--- src/rtl/legacy_steer_pkg.sv ---
package legacy_steer_pkg;

   localparam int unsigned REG_W   = 8;
   localparam int unsigned ATTR_W  = 2;
   localparam int unsigned HI_LSB  = 4;
   localparam int unsigned WIN_LO  = 32'h000C_0000;
   localparam int unsigned WIN_TOP = 32'h0010_0000;
   localparam int unsigned BIG_LO  = 32'h000F_0000;

   typedef struct packed {
      logic we;
      logic re;
   } attr_t;

   typedef struct packed {
      logic dram;
      logic legacy;
      logic pass;
   } route_t;

   // writable bits of attribute register idx (0 holds only the 64 KB field)
   function automatic logic [REG_W-1:0] live_mask(input int unsigned idx);
      return (idx == 0) ? 8'h30 : 8'h33;
   endfunction

   function automatic route_t steer(input attr_t a, input logic is_wr, input logic in_win);
      route_t r;
      logic   claim;
      claim    = is_wr ? a.we : a.re;
      r.pass   = !in_win;
      r.dram   = in_win && claim;
      r.legacy = in_win && !claim;
      return r;
   endfunction

endpackage

--- src/rtl/attr_bank.sv ---
module attr_bank
   import legacy_steer_pkg::*;
#(
   parameter int unsigned NUM_REGS = 7,
   parameter int unsigned CFG_AW   = 8,
   parameter logic [CFG_AW-1:0] BANK_BASE = 'h80
) (
   input  logic                      clk,
   input  logic                      rst_n,
   input  logic                      wr_en,
   input  logic [CFG_AW-1:0]         addr,
   input  logic [REG_W-1:0]          wdata,
   input  logic                      lock,
   output logic [REG_W-1:0]          rdata,
   output logic [NUM_REGS*REG_W-1:0] bank_flat
);

   for (genvar gi = 0; gi < NUM_REGS; gi++) begin : g_reg
      localparam logic [CFG_AW-1:0] OFF  = CFG_AW'(BANK_BASE + gi);
      localparam logic [REG_W-1:0]  MASK = live_mask(gi);
      logic [REG_W-1:0] store_q;

      always_ff @(posedge clk or negedge rst_n) begin
         if (!rst_n) begin
            store_q <= '0;
         end else if (wr_en && !lock && (addr == OFF)) begin
            store_q <= wdata & MASK;
         end
      end

      assign bank_flat[gi*REG_W +: REG_W] = store_q;
   end

   always_comb begin
      rdata = '0;
      for (int i = 0; i < NUM_REGS; i++) begin
         if (addr == CFG_AW'(BANK_BASE + i)) begin
            rdata = bank_flat[i*REG_W +: REG_W];
         end
      end
   end

endmodule

--- src/rtl/seg_decode.sv ---
module seg_decode
   import legacy_steer_pkg::*;
#(
   parameter int unsigned HADDR_W  = 32,
   parameter int unsigned NUM_REGS = 7,
   localparam int unsigned IDX_W   = $clog2(NUM_REGS)
) (
   input  logic [HADDR_W-1:0] addr,
   output logic               in_win,
   output logic [IDX_W-1:0]   reg_idx,
   output logic               hi_half
);

   localparam logic [HADDR_W-1:0] LO  = HADDR_W'(WIN_LO);
   localparam logic [HADDR_W-1:0] TOP = HADDR_W'(WIN_TOP);
   localparam logic [HADDR_W-1:0] BIG = HADDR_W'(BIG_LO);

   logic       in_big;
   logic [3:0] small_idx;

   always_comb begin
      in_win    = (addr >= LO) && (addr < TOP);
      in_big    = (addr >= BIG);
      small_idx = addr[17:14];
      if (in_big) begin
         reg_idx = '0;
         hi_half = 1'b1;
      end else begin
         reg_idx = IDX_W'(small_idx[3:1]) + IDX_W'(1);
         hi_half = small_idx[0];
      end
   end

endmodule

--- src/rtl/route_stage.sv ---
module route_stage
   import legacy_steer_pkg::*;
#(
   parameter int unsigned NUM_REGS = 7,
   localparam int unsigned IDX_W   = $clog2(NUM_REGS)
) (
   input  logic                      clk,
   input  logic                      rst_n,
   input  logic                      req_valid,
   input  logic                      req_write,
   input  logic                      in_win,
   input  logic [IDX_W-1:0]          reg_idx,
   input  logic                      hi_half,
   input  logic [NUM_REGS*REG_W-1:0] bank_flat,
   output logic                      rsp_valid,
   output route_t                    rsp_route
);

   attr_t  sel_attr;
   route_t next_route;

   always_comb begin
      sel_attr = '0;
      for (int i = 0; i < NUM_REGS; i++) begin
         if (reg_idx == IDX_W'(i)) begin
            sel_attr = hi_half ? bank_flat[i*REG_W+HI_LSB +: ATTR_W]
                               : bank_flat[i*REG_W +: ATTR_W];
         end
      end
      next_route = steer(sel_attr, req_write, in_win);
   end

   always_ff @(posedge clk or negedge rst_n) begin
      if (!rst_n) begin
         rsp_valid <= 1'b0;
         rsp_route <= '0;
      end else begin
         rsp_valid <= req_valid;
         rsp_route <= req_valid ? next_route : '0;
      end
   end

endmodule

--- src/rtl/legacy_steer.sv ---
module legacy_steer
   import legacy_steer_pkg::*;
#(
   parameter int unsigned HADDR_W  = 32,
   parameter int unsigned CFG_AW   = 8,
   parameter int unsigned NUM_REGS = 7,
   parameter logic [CFG_AW-1:0] BANK_BASE = 'h80
) (
   input  logic               clk,
   input  logic               rst_n,
   input  logic               cfg_wr_en,
   input  logic [CFG_AW-1:0]  cfg_addr,
   input  logic [7:0]         cfg_wdata,
   output logic [7:0]         cfg_rdata,
   input  logic               cfg_lock,
   input  logic               req_valid,
   input  logic [HADDR_W-1:0] req_addr,
   input  logic               req_write,
   output logic               rsp_valid,
   output logic               rsp_dram,
   output logic               rsp_legacy,
   output logic               rsp_pass
);

   localparam int unsigned IDX_W = $clog2(NUM_REGS);

   if (NUM_REGS != 7) begin : g_bad_regs
      $error("legacy_steer: segment map needs exactly seven attribute registers");
   end
   if (HADDR_W < 21) begin : g_bad_addr
      $error("legacy_steer: host address must reach beyond 1 MB");
   end
   if (int'(BANK_BASE) + NUM_REGS > (1 << CFG_AW)) begin : g_bad_base
      $error("legacy_steer: register bank does not fit the configuration space");
   end

   logic [NUM_REGS*REG_W-1:0] bank_flat;
   logic                      in_win;
   logic [IDX_W-1:0]          reg_idx;
   logic                      hi_half;
   route_t                    rsp_route;

   attr_bank #(
      .NUM_REGS (NUM_REGS),
      .CFG_AW   (CFG_AW),
      .BANK_BASE(BANK_BASE)
   ) u_bank (
      .clk      (clk),
      .rst_n    (rst_n),
      .wr_en    (cfg_wr_en),
      .addr     (cfg_addr),
      .wdata    (cfg_wdata),
      .lock     (cfg_lock),
      .rdata    (cfg_rdata),
      .bank_flat(bank_flat)
   );

   seg_decode #(
      .HADDR_W (HADDR_W),
      .NUM_REGS(NUM_REGS)
   ) u_dec (
      .addr   (req_addr),
      .in_win (in_win),
      .reg_idx(reg_idx),
      .hi_half(hi_half)
   );

   route_stage #(
      .NUM_REGS(NUM_REGS)
   ) u_route (
      .clk      (clk),
      .rst_n    (rst_n),
      .req_valid(req_valid),
      .req_write(req_write),
      .in_win   (in_win),
      .reg_idx  (reg_idx),
      .hi_half  (hi_half),
      .bank_flat(bank_flat),
      .rsp_valid(rsp_valid),
      .rsp_route(rsp_route)
   );

   assign rsp_dram   = rsp_route.dram;
   assign rsp_legacy = rsp_route.legacy;
   assign rsp_pass   = rsp_route.pass;

endmodule

--- config.mk ---
export PLATFORM = sky130hd
export DESIGN_NAME = legacy_steer
export DESIGN_NICKNAME = d
export VERILOG_FILES = /design/src/rtl/legacy_steer_pkg.sv /design/src/rtl/attr_bank.sv /design/src/rtl/seg_decode.sv /design/src/rtl/route_stage.sv /design/src/rtl/legacy_steer.sv
export SDC_FILE = /design/constraint.sdc
export NUM_CORES = 1
export LEC_CHECK = 0
export CORE_ASPECT_RATIO = 1.2
export CORE_MARGIN = 2
export CORE_UTILIZATION = 40
export DETAILED_ROUTE_END_ITERATION = 10
export HOLD_SLACK_MARGIN = 0.12
export PLACE_DENSITY_LB_ADDON = 0.1
export SYNTH_ARGS = -nofsm -noshare
export SYNTH_HDL_FRONTEND = slang
export SYNTH_HIERARCHICAL = 1
export SYNTH_SLANG_ARGS = --single-unit
export TNS_END_PERCENT = 5
--- constraint.sdc ---
create_clock -name clk -period 1.78 [get_ports clk]
set_input_delay 0.534 -clock clk [delete_from_list [all_inputs] [get_ports clk]]
set_output_delay 0.534 -clock clk [all_outputs]
set_load 0.03 [all_outputs]
==> impl_results.md <==
- Initial DRC count: 60
- Fraction of layout cells with a size suffix above 1: 0.533
- Pin count of the biggest net entering global routing: 31
- RSZ-0062 raised after global routing: true
- Final worst slack: -0.495 ns
- Commonest non-fill, non-tap cells in the layout: 43 x buf_4, 30 x mux2_2, 30 x dfrtp_1
- Max-slew violation count: 0
- Hold WS: 0.531 ns
- Buf/Inv on CP: 4
- Die X: 69.7 µm
- IO Port Bufs: 43
- Vias in the first global route: 2060
- CP delay by family, top: buffers and inverters
- Total die area: 5770 µm²
- Gpl congestion: 0.966
- Max VDD drop: 467 µV
- Setup TNS: -2.84 ns
- Maxcap violations: 0
- Endpoints failing setup: 6
- Final ANT Viol Nets: 0
- Cell Chain, Critical Path: clkdlybuf4s15_2 -> buf_6 -> buf_6 -> nor4b_4 -> a221oi_2 -> a221oi_2 -> buf_4
- Period utilization: 1.28
- Minimum clock period: 2.28 ns
- Routed wire per std cell: 18.4 µm
- Register-to-register setup slack: 0.13 ns
- Clock transition at the registers of the reported paths: 0.06 ns
- Layout area overhead: 52.6%
- Startpoint types: input port
- Hold Vio Cnt, Final: 0
- Starting Density: 0.416
- CP max stage cell: a221oi_2
- Vias: 1841
- DRC: 0
- Drt total wl: 6190 µm
- Total grt overflow: 0
- Max Root-Sink Buffers: 2
- Fmax achieved: 0.440 GHz
- Outcome: finished, violations left
- H-tree depth: 2
- Commonest non-fill, non-tap cell in the layout: buf_4
- Critical path class: input port to output port
- Synth warn: 6
- Synth Cell Area: 2070 µm²
- Drt pass-1 iters: 4
- # clock sinks: 30
- Crit end category: output port
- I/O pin count: 66
- Syn avg cell area: 11.2 µm²
- Initial antenna violation count: 0
- Diode count: 0
- Hold crit path type: flip-flop to flip-flop
- Num CTS Buffers: 5
- Critical Path RT: 1.25 ns
- Cell Rows: 28
- Drt via density: 5.48
- Clk Latency, worst-skew pair: 0.28 ns
- Post-Synthesis Cells: 184
- CP arrival: 1.74 ns
- Detailed Place HPWL: 4850 µm
- Crit Path Max Fanout: 7
- Core Footprint: 4970 µm²
- Fin util: 0.635
- Root Driver: clkbuf_8
- Post-layout nets: 330
- Die Y: 82.8 µm
- Failing checks: setup timing
- GR Util All Layers: 0.235
- CP peak stage delay: 0.24 ns
- PwrDens: 532 nW/µm²
- Clock Skews: 0.00699 ns
- First-pass GRT wire length: 10400 µm
- CTS tree: yes
- Static Leak: 0.00153 µW
[path summary, 6_finish.rpt]
| kind | endpoint | depth (start not counted) | from |
|---|---|---|---|
| max in group asynchronous | u_bank/g_reg[4].store_q[1] | 2 | rst_n |
| worst min-delay path | u_bank/g_reg[3].store_q[5] | 1 | u_bank/g_reg[3].store_q[5] |
| min in group asynchronous | u_bank/g_reg[3].store_q[0] | 2 | rst_n |
| worst max-delay path | cfg_rdata[5] | 7 | cfg_addr[0] |
| worst max register to register | u_route/rsp_route[2] | 6 | u_bank/g_reg[5].store_q[0] |
| worst min register to register | u_bank/g_reg[3].store_q[5] | 1 | u_bank/g_reg[3].store_q[5] |
[stage by stage]
step	cells	total power [µW]	setup slack, ns	cell area (µm²)
2_1_floorplan	189	844	-0.590	2130
3_3_place_gp	325	1010	-1.16	2870
3_5_place_dp	325	1020	-1.21	2870
4_1_cts	336	1700	-0.511	3160
5_1_grt	336	1760	-0.597	3160
6_report	336	1680	-0.495	3160
[where the power goes]
| group | switching [µW] | leakage [µW] | internal, µW |
|---|---|---|---|
| registers | 15.7 | 0.000412 | 700 |
| clock network | 250 | 0.0000575 | 390 |
| logic | 155 | 0.00106 | 169 |
| total | 420 | 0.00153 | 1260 |
[layer usage]
layer / wire [µm] / up-vias / global-route usage
li1: - / 881 / -
met1: 2460 / 901 / 0.252
met2: 3340 / 47 / 0.454
met3: 258 / 12 / 0.0543
met4: 136 / 0 / 0.0904
met5: 0 / - / 0
[timing repair]
action                     in CTS  in global routing
pin swaps                      26                  4
cloned                          1                  0
hold buffers                    0                  0
buffers inserted                3                  0
setup endpoints to repair      36                 15
resized for setup             116                  9
[cell type report]
type                            count  area (µm²)
Timing Repair Buffer               94         815
Sequential cell                    30         751
Tap cell                           60        75.1
Inverter                            1        3.75
Fill cell                         419        1820
Clock buffer                        8         110
Multi-Input combinational cell    143        1400
[flip-flops by register name (all words and copies together), names as in the netlist]
register / flops
u_bank/g.store_q: 26
u_route/rsp_valid: 1
u_route/rsp_route: 3
Note: power is estimated with default switching activity, not from simulation.
